$ cat config.mk
export PLATFORM = sky130hd
export DESIGN_NAME = vlen_unit
export DESIGN_NICKNAME = d
export VERILOG_FILES = /design/src/rtl/vl_pkg.sv /design/src/rtl/vl_grant_calc.sv /design/src/rtl/vl_zero_detect.sv /design/src/rtl/vlen_unit.sv
export SDC_FILE = /design/constraint.sdc
export NUM_CORES = 1
export LEC_CHECK = 0
export CORE_MARGIN = 2
export CORE_UTILIZATION = 35
export CTS_BUF_LIST = sky130_fd_sc_hd__clkbuf_8
export DETAILED_ROUTE_END_ITERATION = 16
export SKIP_CTS_REPAIR_TIMING = 1
export SYNTH_ARGS = -nofsm -noshare
export SYNTH_HDL_FRONTEND = slang
export SYNTH_SLANG_ARGS = --single-unit
$ cat constraint.sdc
create_clock -name clk_i -period 1.4 [get_ports clk_i]
set_input_delay 0.35 -clock clk_i [delete_from_list [all_inputs] [get_ports clk_i]]
set_output_delay 0.35 -clock clk_i [all_outputs]
set_load 0.01 [all_outputs]
$ cat src/rtl/vl_pkg.sv
package vl_pkg;
    localparam int unsigned XLEN_DEFAULT = 32;

    typedef enum logic [1:0] {
        GR_PASS  = 2'd0,
        GR_SPLIT = 2'd1,
        GR_FULL  = 2'd2
    } grant_case_e;
endpackage

$ cat src/rtl/vl_grant_calc.sv
module vl_grant_calc
    import vl_pkg::*;
#(
    parameter int unsigned XLEN = XLEN_DEFAULT
) (
    input  logic [XLEN-1:0] avl_i,
    input  logic [XLEN-1:0] mvl_i,
    output logic [XLEN-1:0] grant_o
);
    localparam int unsigned WIDE = XLEN + 1;

    logic [WIDE-1:0] mvl_twice;
    logic [WIDE-1:0] avl_wide;
    grant_case_e     sel;

    always_comb begin
        // doubled limit kept one bit wider so it cannot wrap
        mvl_twice = {mvl_i, 1'b0};
        avl_wide  = {1'b0, avl_i};
        if (avl_wide >= mvl_twice) begin
            sel = GR_FULL;
        end else if (avl_i > mvl_i) begin
            sel = GR_SPLIT;
        end else begin
            sel = GR_PASS;
        end
        unique case (sel)
            GR_FULL:  grant_o = mvl_i;
            GR_SPLIT: grant_o = avl_i >> 1;
            default:  grant_o = avl_i;
        endcase
    end
endmodule

$ cat src/rtl/vl_zero_detect.sv
module vl_zero_detect #(
    parameter int unsigned XLEN = 32
) (
    input  logic [XLEN-1:0] len_i,
    output logic            zero_o
);
    always_comb begin
        zero_o = (len_i == '0);
    end
endmodule

$ cat src/rtl/vlen_unit.sv
module vlen_unit
    import vl_pkg::*;
#(
    parameter int unsigned XLEN = XLEN_DEFAULT
) (
    input  logic            clk_i,
    input  logic            rst_ni,
    input  logic [XLEN-1:0] mvl_i,
    input  logic            reinit_i,
    input  logic            req_valid_i,
    input  logic [XLEN-1:0] req_avl_i,
    output logic [XLEN-1:0] vl_o,
    output logic [XLEN-1:0] grant_o,
    output logic            done_o,
    output logic            zero_o
);
    typedef struct packed {
        logic [XLEN-1:0] vl;
        logic [XLEN-1:0] res;
        logic            done;
    } vl_state_t;

    vl_state_t       st_d, st_q;
    logic [XLEN-1:0] grant_w;

    vl_grant_calc #(.XLEN(XLEN)) u_calc (
        .avl_i   (req_avl_i),
        .mvl_i   (mvl_i),
        .grant_o (grant_w)
    );

    always_comb begin
        st_d      = st_q;
        st_d.done = 1'b0;
        if (reinit_i) begin
            // configuration change wins over a concurrent request
            st_d.vl = mvl_i;
        end else if (req_valid_i) begin
            st_d.vl   = grant_w;
            st_d.res  = grant_w;
            st_d.done = 1'b1;
        end
    end

    always_ff @(posedge clk_i or negedge rst_ni) begin
        if (!rst_ni) begin
            st_q <= '0;
        end else begin
            st_q <= st_d;
        end
    end

    vl_zero_detect #(.XLEN(XLEN)) u_zero (
        .len_i  (st_q.vl),
        .zero_o (zero_o)
    );

    assign vl_o    = st_q.vl;
    assign grant_o = st_q.res;
    assign done_o  = st_q.done;
endmodule

==> run_results.csv, run 1 <==
group,metric,value,unit
detailed_routing,drcViolationCount,0,
placed_design,gp_congestion,0.8455,
detailed_routing,viasPerCell,5.570,
yosys,netlist_instances,494,
detailed_routing,wl_met2,9515,µm
global_route,grt_max_degree,66,
placed_design,dpl.hpwl,12280,µm
layout,fillers,961,
power,switching_power,2.672,mW
global_route,antenna_found_initial,0,
timing,fmax,439.0,MHz
critical_path,cpPeakStageDelay,0.59,ns
power,leakagePower,4.265,nW
floorplan,fp.dieArea,13970,µm²
detailed_routing,drt_iter0_drc,239,
yosys,synth_top_area_frac,0.3565,
layout,fin_nets,866,
critical_path,startpoint,"req_avl_i[4]",
critical_path,setup.worst_path.class,"in2reg",
clocking,cts-root-buf,"clkbuf_8",
hold_path,hold_path.class,"in2async",
layout,final_cell_area,8625,µm²
floorplan,start_util,0.3601,
detailed_routing,finalWirelength,18370,µm
timing,worstMarginPinSlew,0.4217,ns
detailed_routing,post_drt_wl_per_cell,20.17,µm
yosys,synth_compound_area_frac,0.1925,
timing,fin_crit,2.278,ns
critical_path,path_max_fanout,8,
global_route,grtUsageTotal,0.2386,
timing,maxSlewHeadroom,0.7189,
timing,period_share,1.627,
detailed_routing,met1_length,7732,µm
timing,setup-violations-final,71,
status,status,"finished, violations left",
layout,drive_gt1_frac,0.4912,
detailed_routing,num_vias,5074,
critical_path,r2r_end,"vl_o[6]",
yosys,ys_ff_latch,65,
layout,final_common_cell,"nand2_1",
yosys,synthTopCellsByArea,"dfrtp_1, ha_1, o221ai_1",
power,power.share.clock,0.206,
global_route,grt_overflow_total,0,
layout,multi_input_area,3921,µm²
yosys,synth_top_cell_by_area,"dfrtp_1",
floorplan,die_x,118.2,µm
critical_path,setup.worst_path.end_class,"flop",
layout,diodes,0,
power,seq_power_share,0.323,
clocking,cts_tree,"yes",
timing,rsz0062_at_grt,"yes",
power,fin_total_pwr,7.371,mW
global_route,grt_pass1_vias,5283,
yosys,synth_top_family_by_area,"compound AO/OA/AOI/OAI gates",
clocking,clk_pin_slew,0.08,ns
global_route,grt_pass1_wl,26810,µm
timing,holdWs,-0.004060,ns
layout,seq_area,1627,µm²
yosys,yosysWarnings,0,
timing,hold_viol,2,
critical_path,crit_chain,"buf_2 -> ha_4 -> nand4_1 -> or4_4 -> o22ai_4 -> buf_6 -> buf_12 -> mux2i_4 -> o221ai_1",
placed_design,place_inst,877,
yosys,synth-adder-area-share,0.1727,
power,p_int,4.699,mW
detailed_routing,postRouteAntennaNets,0,
layout,syn2layout_area_growth,89.00,%
yosys,synth_edf_count,0,
yosys,muxShareOfSynthArea,0.06800,
clocking,h-tree-depth,3,
yosys,syn-cell-area,4563,µm²
floorplan,fp.coreArea,12670,µm²
clocking,clk_latency,0.37,ns
clocking,cts_sinks,65,
power,vdd_drop_max,486.8,µV
clocking,cts_max_path_buffers,2,
detailed_routing,dr_wl_met3,862,µm
floorplan,ios,134,
yosys,avgSynthCellArea,9.237,µm²
critical_path,worst_ep_arrival_time,2.52,ns
power,sw_frac_of_total,0.3625,
yosys,synth_cell_types,34,
layout,final_cell_mix,"nand2_1, buf_4, dlymetal6s2s_1",
critical_path,endpoint,"grant_o[4]",
power,power_density,854.6,nW/µm²
timing,fin_worst_skew,0,ns
placed_design,placed_cell_area,7146,µm²
yosys,seq_area_frac_synth,0.3565,
yosys,ys_async_sr_fraction,1.000,
yosys,synthXorXnorAreaFrac,0,
yosys,ys.flop_type,"dfrtp_1",
critical_path,r2r_setup_slack,0.40,ns
run,cap_violations,0,
placed_design,io_buffers,133,
critical_path,start_kind,"input port",
floorplan,rows,41,
power,comb_power_share,0.471,
status,violations,"negative hold slack, negative setup slack",
timing,finalMaxSlewViolations,0,
clocking,cts_buffers,9,
timing,layout_setup_ws,-0.8779,ns
critical_path,reg2reg_depth,4,
yosys,yosys.area_share.simple,0.1533,
detailed_routing,dr.max_layer_used,"met4",
floorplan,die_h,118.2,µm
critical_path,crit_path_top_delay_cell,"or4_4",
detailed_routing,drt_first_pass_iters,4,
critical_path,critPathRequiredTime,1.64,ns
critical_path,r2r-start,"vl_o[6]",
yosys,syn-num-nets,625,
timing,fin_setup_tns,-53.36,ns
layout,layoutNonFillerInstCount,911,
## state kept, by name (all words and copies together), names as in the netlist
| name | count |
|---|---|
| vl_o | 32 |
| grant_o | 32 |
| done_o | 1 |
## cells in the mapped netlist, drive strengths merged, types with 2 or more instances
cell / number
nor2: 5
dfrtp: 65
clkbuf: 17
nand2b: 2
ha: 63
a2111o: 2
a21o: 4
mux2i: 31
a2bb2oi: 2
nor3: 3
nand4: 17
nor4: 9
inv: 37
o221ai: 62
nand2: 110
o21ai: 11
nand3: 7
buf: 7
a31oi: 2
or4: 2
a21oi: 26
a221oi: 3
## kinds of logic after synthesis
logic type / Yosys count
compound gates: 116
fa+ha+maj: 63
buf+inv: 62
flops: 65
mux: 31
simple gates: 157
## metal layers
metal	vias to the layer above	track usage
li1	2367	-
met1	2527	0.2961
met2	156	0.4169
met3	24	0.04826
met4	0	0.06928
met5	-	0
## critical path, delay by kind of cell
kind                     cells  cell delay (ns)
multiplexers                 1             0.28
buffers and inverters        3             0.50
adder cells (fa/ha/maj)      1             0.28
AND/OR/NAND/NOR              2             0.75
AO/OA/AOI/OAI                2             0.34
## worst min path at each step
stage             endpoint  slack [ns]  depth (start not counted)
2_1_floorplan       done_o        0.05                          0
3_3_place_gp   grant_o[25]        0.40                          2
3_5_place_dp   grant_o[25]        0.40                          2
4_1_cts        grant_o[25]        0.01                          2
5_1_grt        grant_o[25]        0.02                          2
6_report          vl_o[25]      -0.004                          2
## cell type report
type | instances | share of cell area
clock buffer | 10 | 0.01596
clock inverter | 5 | 0.003772
inverter | 38 | 0.02060
multi-input combinational | 368 | 0.4547
sequential | 65 | 0.1886
tap | 172 | 0.02495
timing repair buffer | 253 | 0.2915
## power groups by stage
stage	logic [mW]	registers (mW)	clock network, mW
2_1_floorplan	0.998	2.53	0
3_3_place_gp	2.72	2.38	0
3_5_place_dp	2.76	2.38	0
4_1_cts	2.78	2.35	1.52
5_1_grt	3.72	2.41	1.61
6_report	3.47	2.38	1.52
## through the flow
stage,setup WS (ns),utilization,hold slack [ns]
after floorplan,-0.8412,-,0.05441
after global placement,-1.657,0.5639,0.3975
after detailed placement,-1.658,0.5639,0.4029
after CTS,-1.302,0.5774,0.01357
after global routing,-0.9775,0.6807,0.01666
final,-0.8779,0.6807,-0.004060
Note: power is estimated with default switching activity, not from simulation.
==> run 2, diff against run 1 <==
--- a/config.mk
+++ b/config.mk
@@ -6,9 +6,10 @@
 export NUM_CORES = 1
 export LEC_CHECK = 0
 export CORE_MARGIN = 2
-export CORE_UTILIZATION = 35
+export CORE_UTILIZATION = 50
 export CTS_BUF_LIST = sky130_fd_sc_hd__clkbuf_8
 export DETAILED_ROUTE_END_ITERATION = 16
+export PLACE_DENSITY_LB_ADDON = 0.08
 export SKIP_CTS_REPAIR_TIMING = 1
 export SYNTH_ARGS = -nofsm -noshare
 export SYNTH_HDL_FRONTEND = slang
==> constraint.sdc (replaced) <==
create_clock -name clk_i -period 1.4 [get_ports clk_i]
set_input_delay 0.28 -clock clk_i [delete_from_list [all_inputs] [get_ports clk_i]]
set_output_delay 0.28 -clock clk_i [all_outputs]
set_load 0.01 [all_outputs]
==> run 2 against run 1 <==
Effect of this change: the flow finishes with violations (negative setup slack); routed wire length increased by 54%; sequential share of layout area is 0.15 points higher; sequential power grew 2%; critical path type unchanged; largest cell class unchanged; highest routed layer unchanged.
==> run_results.csv, run 2 (synthesized netlist as in run 1, its figures left out) <==
group,metric,value,unit
critical_path,setup.worst_path.class,"in2reg",
placed_design,io_buffers,133,
layout,final_common_cell,"buf_4",
floorplan,fp.dieArea,9906,µm²
timing,rsz0062_at_grt,"yes",
power,vdd_drop_max,740.8,µV
timing,holdWs,0.2572,ns
power,leakagePower,4.670,nW
timing,hold_viol,0,
timing,layout_setup_ws,-1.218,ns
global_route,grt_max_degree,66,
timing,fin_worst_skew,0,ns
global_route,gr-usage-met3,0.04568,
detailed_routing,viasPerCell,7.745,
critical_path,setup.worst_path.end_class,"flop",
timing,fin_crit,2.618,ns
timing,fmax,382.0,MHz
global_route,grtUsageTotal,0.3332,
detailed_routing,drt_first_pass_iters,6,
detailed_routing,finalWirelength,28210,µm
placed_design,gp_congestion,0.9200,
timing,worstMarginPinSlew,0.6425,ns
clocking,cts_buffers,9,
clocking,h-tree-depth,3,
placed_design,dpl.hpwl,12360,µm
critical_path,path_max_fanout,5,
floorplan,fp.coreArea,8806,µm²
detailed_routing,drcViolationCount,0,
detailed_routing,num_vias,6653,
global_route,busiest_layer,"met2",
timing,setup-violations-final,75,
detailed_routing,post_drt_wl_per_cell,32.84,µm
layout,final_cell_mix,"buf_4, dlymetal6s2s_1, nand2_1",
layout,diodes,0,
floorplan,rows,34,
hold_path,hold_path.class,"in2reg",
power,power_density,902.2,nW/µm²
status,violations,"negative setup slack",
global_route,grt_pass1_vias,5458,
clocking,cts_sinks,65,
floorplan,die_h,99.53,µm
layout,syn2layout_area_growth,87.50,%
critical_path,critPathRequiredTime,1.61,ns
run,cap_violations,0,
timing,period_share,1.870,
clocking,cts_tree,"yes",
global_route,use_met1,0.4055,
detailed_routing,drt_iter0_drc,921,
critical_path,start_kind,"input port",
clocking,clk_pin_slew,0.08,ns
status,status,"finished, violations left",
critical_path,worst_ep_arrival_time,2.83,ns
detailed_routing,postRouteAntennaNets,0,
clocking,clk_latency,0.36,ns
layout,final_util,0.9716,
clocking,cts_max_path_buffers,2,
floorplan,start_util,0.5182,
layout,fin_nets,877,
timing,maxSlewHeadroom,0.5677,
floorplan,ios,134,
floorplan,die_x,99.53,µm
global_route,met2_usage,0.5894,
global_route,grt_pass1_wl,26360,µm
layout,drive_gt1_frac,0.4221,
clocking,cts-root-buf,"clkbuf_8",
global_route,antenna_found_initial,0,
timing,finalMaxSlewViolations,0,
global_route,grt_overflow_total,0,
## run 2: cell count changes in the layout (fill, tap and decap cells not counted), moves of 4 or more
cell / before / now
buf_6: 51 / 7
dlymetal6s2s_1: 71 / 111
buf_4: 78 / 114
o221ai_1: 5 / 22
o221ai_2: 57 / 40
clkbuf_2: 33 / 17
mux2i_4: 30 / 24
buf_2: 6 / 1
inv_1: 7 / 11
mux2i_2: 1 / 5
## run 2: cell type report
class,instances,area (µm²)
inverters,38,177.7
multi-input cells,367,3767
repair buffers,265,2686
clock inverters,7,38.79
flip-flops and latches,65,1627
fillers,139,250.2
well taps,108,135.1
clock buffers,9,123.9
## run 2: path summary, 6_finish.rpt
path | slack, ns | startpoint | cells past startpoint | to
max in group asynchronous | 0.54 | rst_ni | 3 | grant_o[27]
max reg2reg | 0.33 | vl_o[31] | 3 | vl_o[31]
min reg2reg | 0.50 | grant_o[15] | 2 | grant_o[15]
max | -1.22 | mvl_i[6] | 10 | grant_o[2]
min | 0.26 | mvl_i[30] | 3 | grant_o[30]
min in group asynchronous | 0.50 | rst_ni | 3 | grant_o[26]
## run 2: per-layer routing
metal / routed length, µm / part of all wire / up-vias
met1: 8545 / 0.30 / 3012
met2: 12390 / 0.44 / 880
met3: 3996 / 0.14 / 384
met5: 0 / 0 / -
met4: 3276 / 0.12 / 0
li1: - / - / 2377
## run 2: power by group
| part | switching (mW) | internal [mW] |
|---|---|---|
| clock | 0.909 | 0.625 |
| combinational | 1.94 | 1.81 |
| sequential | 0.258 | 2.17 |
## run 2: stage by stage
step	total power, mW	instance area, µm²	setup TNS, ns	setup WS (ns)	instances
floorplan	3.524	4897	-47.26	-0.7712	494
global placement	5.079	7173	-95.74	-1.523	829
detailed placement	5.168	7173	-99.19	-1.634	829
CTS	6.609	7336	-88.81	-1.272	845
global route	7.873	8556	-72.54	-1.348	859
finish	7.719	8556	-70.17	-1.218	859
## run 2: critical path: stages
cell	delay, ns
clkbuf_2	0.13
inv_1	0.11
ha_4	0.28
nand4_1	0.26
or4_4	0.65
o22ai_4	0.20
buf_12	0.18
clkbuf_16	0.19
mux2i_1	0.32
o221ai_1	0.21
==> run 3, diff against run 2 <==
--- a/config.mk
+++ b/config.mk
@@ -5,6 +5,7 @@
 export SDC_FILE = /design/constraint.sdc
 export NUM_CORES = 1
 export LEC_CHECK = 0
+export CORE_ASPECT_RATIO = 1.1
 export CORE_MARGIN = 2
 export CORE_UTILIZATION = 50
 export CTS_BUF_LIST = sky130_fd_sc_hd__clkbuf_8
==> run 3 against run 2 <==
Effect of this change: the run now fails in global routing; area after synthesis is the same; synthesized cell count did not move.
==> run_results.csv, run 3 <==
group,metric,value,unit
status,status,"did not finish",
status,stop_stage,"global routing",
status,toolErrorMsg,"[ERROR GRT-0232] Routing congestion too high. Check the congestion heatmap in the GUI.",
yosys,muxShareOfSynthArea,0.06800,
clocking,cts_buffers,9,
yosys,seq_area_frac_synth,0.3565,
yosys,synth_top_cell_by_area,"dfrtp_1",
timing,crit_endpoint,"grant_o[10]$_DFFE_PN0P_/D",
placed_design,gp_congestion,0.9108,
floorplan,die_h,104.2,µm
yosys,synthTopCellsByArea,"dfrtp_1, ha_1, o221ai_1",
clocking,cts_sinks,65,
yosys,syn-cell-area,4563,µm²
yosys,yosysWarnings,0,
global_route,grt_overflow_total,337,
yosys,avgSynthCellArea,9.237,µm²
yosys,syn-num-nets,625,
clocking,cts-root-buf,"clkbuf_8",
yosys,synth-adder-area-share,0.1727,
placed_design,dpl.hpwl,12300,µm
timing,worstEndpointType,"register input",
global_route,grtUsageTotal,0.8862,
yosys,netlist_instances,494,
yosys,synthXorXnorAreaFrac,0,
yosys,ys.flop_type,"dfrtp_1",
yosys,synth_top_area_frac,0.3565,
yosys,ys_ff_latch,65,
yosys,yosys.area_share.simple,0.1533,
yosys,synth.top_cells.by_count,"nand2_1, dfrtp_1, ha_1, o221ai_1, inv_1",
yosys,ys_async_sr_fraction,1.000,
yosys,synth_top_family_by_area,"compound AO/OA/AOI/OAI gates",
global_route,grt_max_degree,66,
yosys,yosysMostFrequentCell,"nand2_1",
floorplan,start_util,0.5142,
clocking,cts_max_path_buffers,2,
floorplan,ios,134,
yosys,synth_compound_area_frac,0.1925,
floorplan,die_x,95.09,µm
placed_design,io_buffers,133,
yosys,synth_edf_count,0,
yosys,synth_cell_types,34,
floorplan,rows,36,
clocking,h-tree-depth,3,
[run 3: metal layers]
| metal | global-route usage | overflow |
|---|---|---|
| met1 | 0.8651 | 3 |
| met3 | 0.7022 | 2 |
| met2 | 1.061 | 216 |
| met5 | 0.1222 | 0 |
| met4 | 0.9783 | 116 |
[run 3: cell families after synthesis]
logic type / after synthesis
and+or+nand+nor: 157
AOI/OAI and AO/OA: 116
DFF: 65
adders and majority gates: 63
buffers and inverters: 62
muxes: 31
[run 3: per-stage QoR]
stage	worst slack [ns]	TNS, ns	std cells	utilization	instance area, µm²
after global placement	-1.495	-93.77	834	0.8070	7161
after CTS	-1.205	-87.85	849	0.8307	7371
after detailed placement	-1.576	-98.09	834	0.8070	7161
after floorplan	-0.7712	-47.26	494	-	4897
==> run 4, diff against run 3 <==
--- a/config.mk
+++ b/config.mk
@@ -5,12 +5,10 @@
 export SDC_FILE = /design/constraint.sdc
 export NUM_CORES = 1
 export LEC_CHECK = 0
-export CORE_ASPECT_RATIO = 1.1
 export CORE_MARGIN = 2
-export CORE_UTILIZATION = 50
-export CTS_BUF_LIST = sky130_fd_sc_hd__clkbuf_8
+export CORE_UTILIZATION = 40
 export DETAILED_ROUTE_END_ITERATION = 16
-export PLACE_DENSITY_LB_ADDON = 0.08
+export PLACE_DENSITY_LB_ADDON = 0.15
 export SKIP_CTS_REPAIR_TIMING = 1
 export SYNTH_ARGS = -nofsm -noshare
 export SYNTH_HDL_FRONTEND = slang
==> run 4 against run 3 <==
Effect of this change: the flow now finishes, with violations (negative setup slack).
==> run_results.csv, run 4 (synthesized netlist as in run 1, its figures left out) <==
group,metric,value,unit
layout,drive_gt1_frac,0.4504,
critical_path,r2r-start,"vl_o[10]",
detailed_routing,viasPerCell,5.929,
floorplan,die_h,110.8,µm
critical_path,setup.worst_path.end_class,"flop",
layout,final_util,0.7858,
global_route,antenna_found_initial,0,
detailed_routing,drt_iter0_drc,250,
clocking,cts_tree,"yes",
clocking,clk_latency,0.34,ns
timing,period_share,1.682,
placed_design,dpl.hpwl,11910,µm
timing,fin_setup_tns,-57.94,ns
timing,fin_crit,2.355,ns
critical_path,critPathRequiredTime,1.60,ns
detailed_routing,drt_first_pass_iters,5,
layout,final_cell_area,8857,µm²
layout,seq_area,1627,µm²
status,status,"finished, violations left",
layout,layoutNonFillerInstCount,889,
layout,multi_input_area,3896,µm²
hold_path,hold_path.class,"in2reg",
power,sw_frac_of_total,0.3217,
timing,setup-violations-final,66,
timing,finalMaxSlewViolations,0,
clocking,cts_buffers,9,
power,seq_power_share,0.285,
placed_design,dp_slack,-1.613,ns
layout,final_common_cell,"nand2_1",
global_route,grtUsageTotal,0.2648,
timing,hold_viol,0,
detailed_routing,drcViolationCount,0,
power,switching_power,2.685,mW
global_route,grt_pass1_vias,5285,
critical_path,start_kind,"input port",
floorplan,start_util,0.4048,
placed_design,gp_congestion,0.8807,
layout,diodes,0,
floorplan,rows,39,
hold_path,holdCritStartpoint,"mvl_i[21]",
critical_path,setup.worst_path.class,"in2reg",
detailed_routing,post_drt_wl_per_cell,21.68,µm
clocking,cts_max_path_buffers,2,
status,violations,"negative setup slack",
layout,final_cell_mix,"nand2_1, buf_4, dlymetal6s2s_1",
timing,layout_setup_ws,-0.9549,ns
power,comb_power_share,0.414,
global_route,grt_pass1_wl,26300,µm
placed_design,place_inst,848,
placed_design,io_buffers,133,
layout,fillers,684,
run,cap_violations,0,
critical_path,worst_ep_arrival_time,2.55,ns
power,power.share.clock,0.301,
detailed_routing,finalWirelength,19270,µm
global_route,grt_overflow_total,0,
power,p_int,5.662,mW
placed_design,placed_cell_area,7109,µm²
timing,worstMarginPinSlew,0.4511,ns
clocking,clk_pin_slew,0.06,ns
power,power_density,942.4,nW/µm²
timing,fin_worst_skew,0,ns
floorplan,die_x,110.8,µm
clocking,h-tree-depth,3,
detailed_routing,postRouteAntennaNets,0,
power,leakagePower,4.656,nW
critical_path,path_max_fanout,8,
clocking,cts-root-buf,"clkbuf_16",
timing,fmax,424.6,MHz
layout,fin_nets,872,
detailed_routing,num_vias,5271,
clocking,cts_sinks,65,
global_route,grt_max_degree,66,
critical_path,startpoint,"mvl_i[27]",
floorplan,fp.coreArea,11270,µm²
floorplan,fp.dieArea,12280,µm²
timing,maxSlewHeadroom,0.6992,
floorplan,ios,134,
power,vdd_drop_max,665.4,µV
timing,rsz0062_at_grt,"yes",
layout,syn2layout_area_growth,94.10,%
-- run 4: final timing paths --
kind / to / slack [ns] / cells past startpoint
worst max register to register: vl_o[10] / 0.42 / 4
max in group asynchronous: grant_o[16] / 0.58 / 3
worst max-delay path: grant_o[14] / -0.95 / 10
worst min register to register: grant_o[12] / 0.48 / 2
worst min-delay path: vl_o[21] / 0.24 / 3
min in group asynchronous: grant_o[26] / 0.49 / 3
-- run 4: power groups by stage --
stage | Sequential, mW | Clock [mW] | Combinational [mW]
floorplan | 2.53 | 0 | 0.998
global placement | 2.38 | 0 | 2.68
detailed placement | 2.39 | 0 | 2.75
CTS | 2.37 | 2.52 | 2.77
global route | 2.41 | 2.60 | 3.67
finish | 2.38 | 2.51 | 3.45
-- run 4: worst max-delay path, cell delays in order --
cell	delay, ns
buf_6	0.07
buf_6	0.11
inv_12	0.04
ha_4	0.25
nand4_1	0.17
or4_4	0.59
o22ai_4	0.34
clkbuf_16	0.29
mux2i_4	0.27
o221ai_2	0.12
-- run 4: stage by stage --
stage               hold slack, ns  power (mW)
floorplan                 -0.01559       3.524
global placement            0.3276       5.064
detailed placement          0.3338       5.133
CTS                       -0.02378       7.649
global route                0.2590       8.682
finish                      0.2363       8.347
-- run 4: layout make-up --
cell class              count  share of cell area
clock buffers              14             0.02981
clock inverters             2            0.006781
inverters                  38             0.02006
multi-input cells         367              0.4399
flip-flops and latches     65              0.1836
well taps                 143             0.02020
repair buffers            260              0.2996
-- run 4: layer usage --
| metal | track usage | up-vias | routed length, µm |
|---|---|---|---|
| met2 | 0.4818 | 219 | 10210 |
| met1 | 0.3217 | 2644 | 7536 |
| li1 | - | 2365 | - |
| met4 | 0.06833 | 0 | 442 |
| met3 | 0.04866 | 43 | 1078 |
| met5 | 0 | - | 0 |
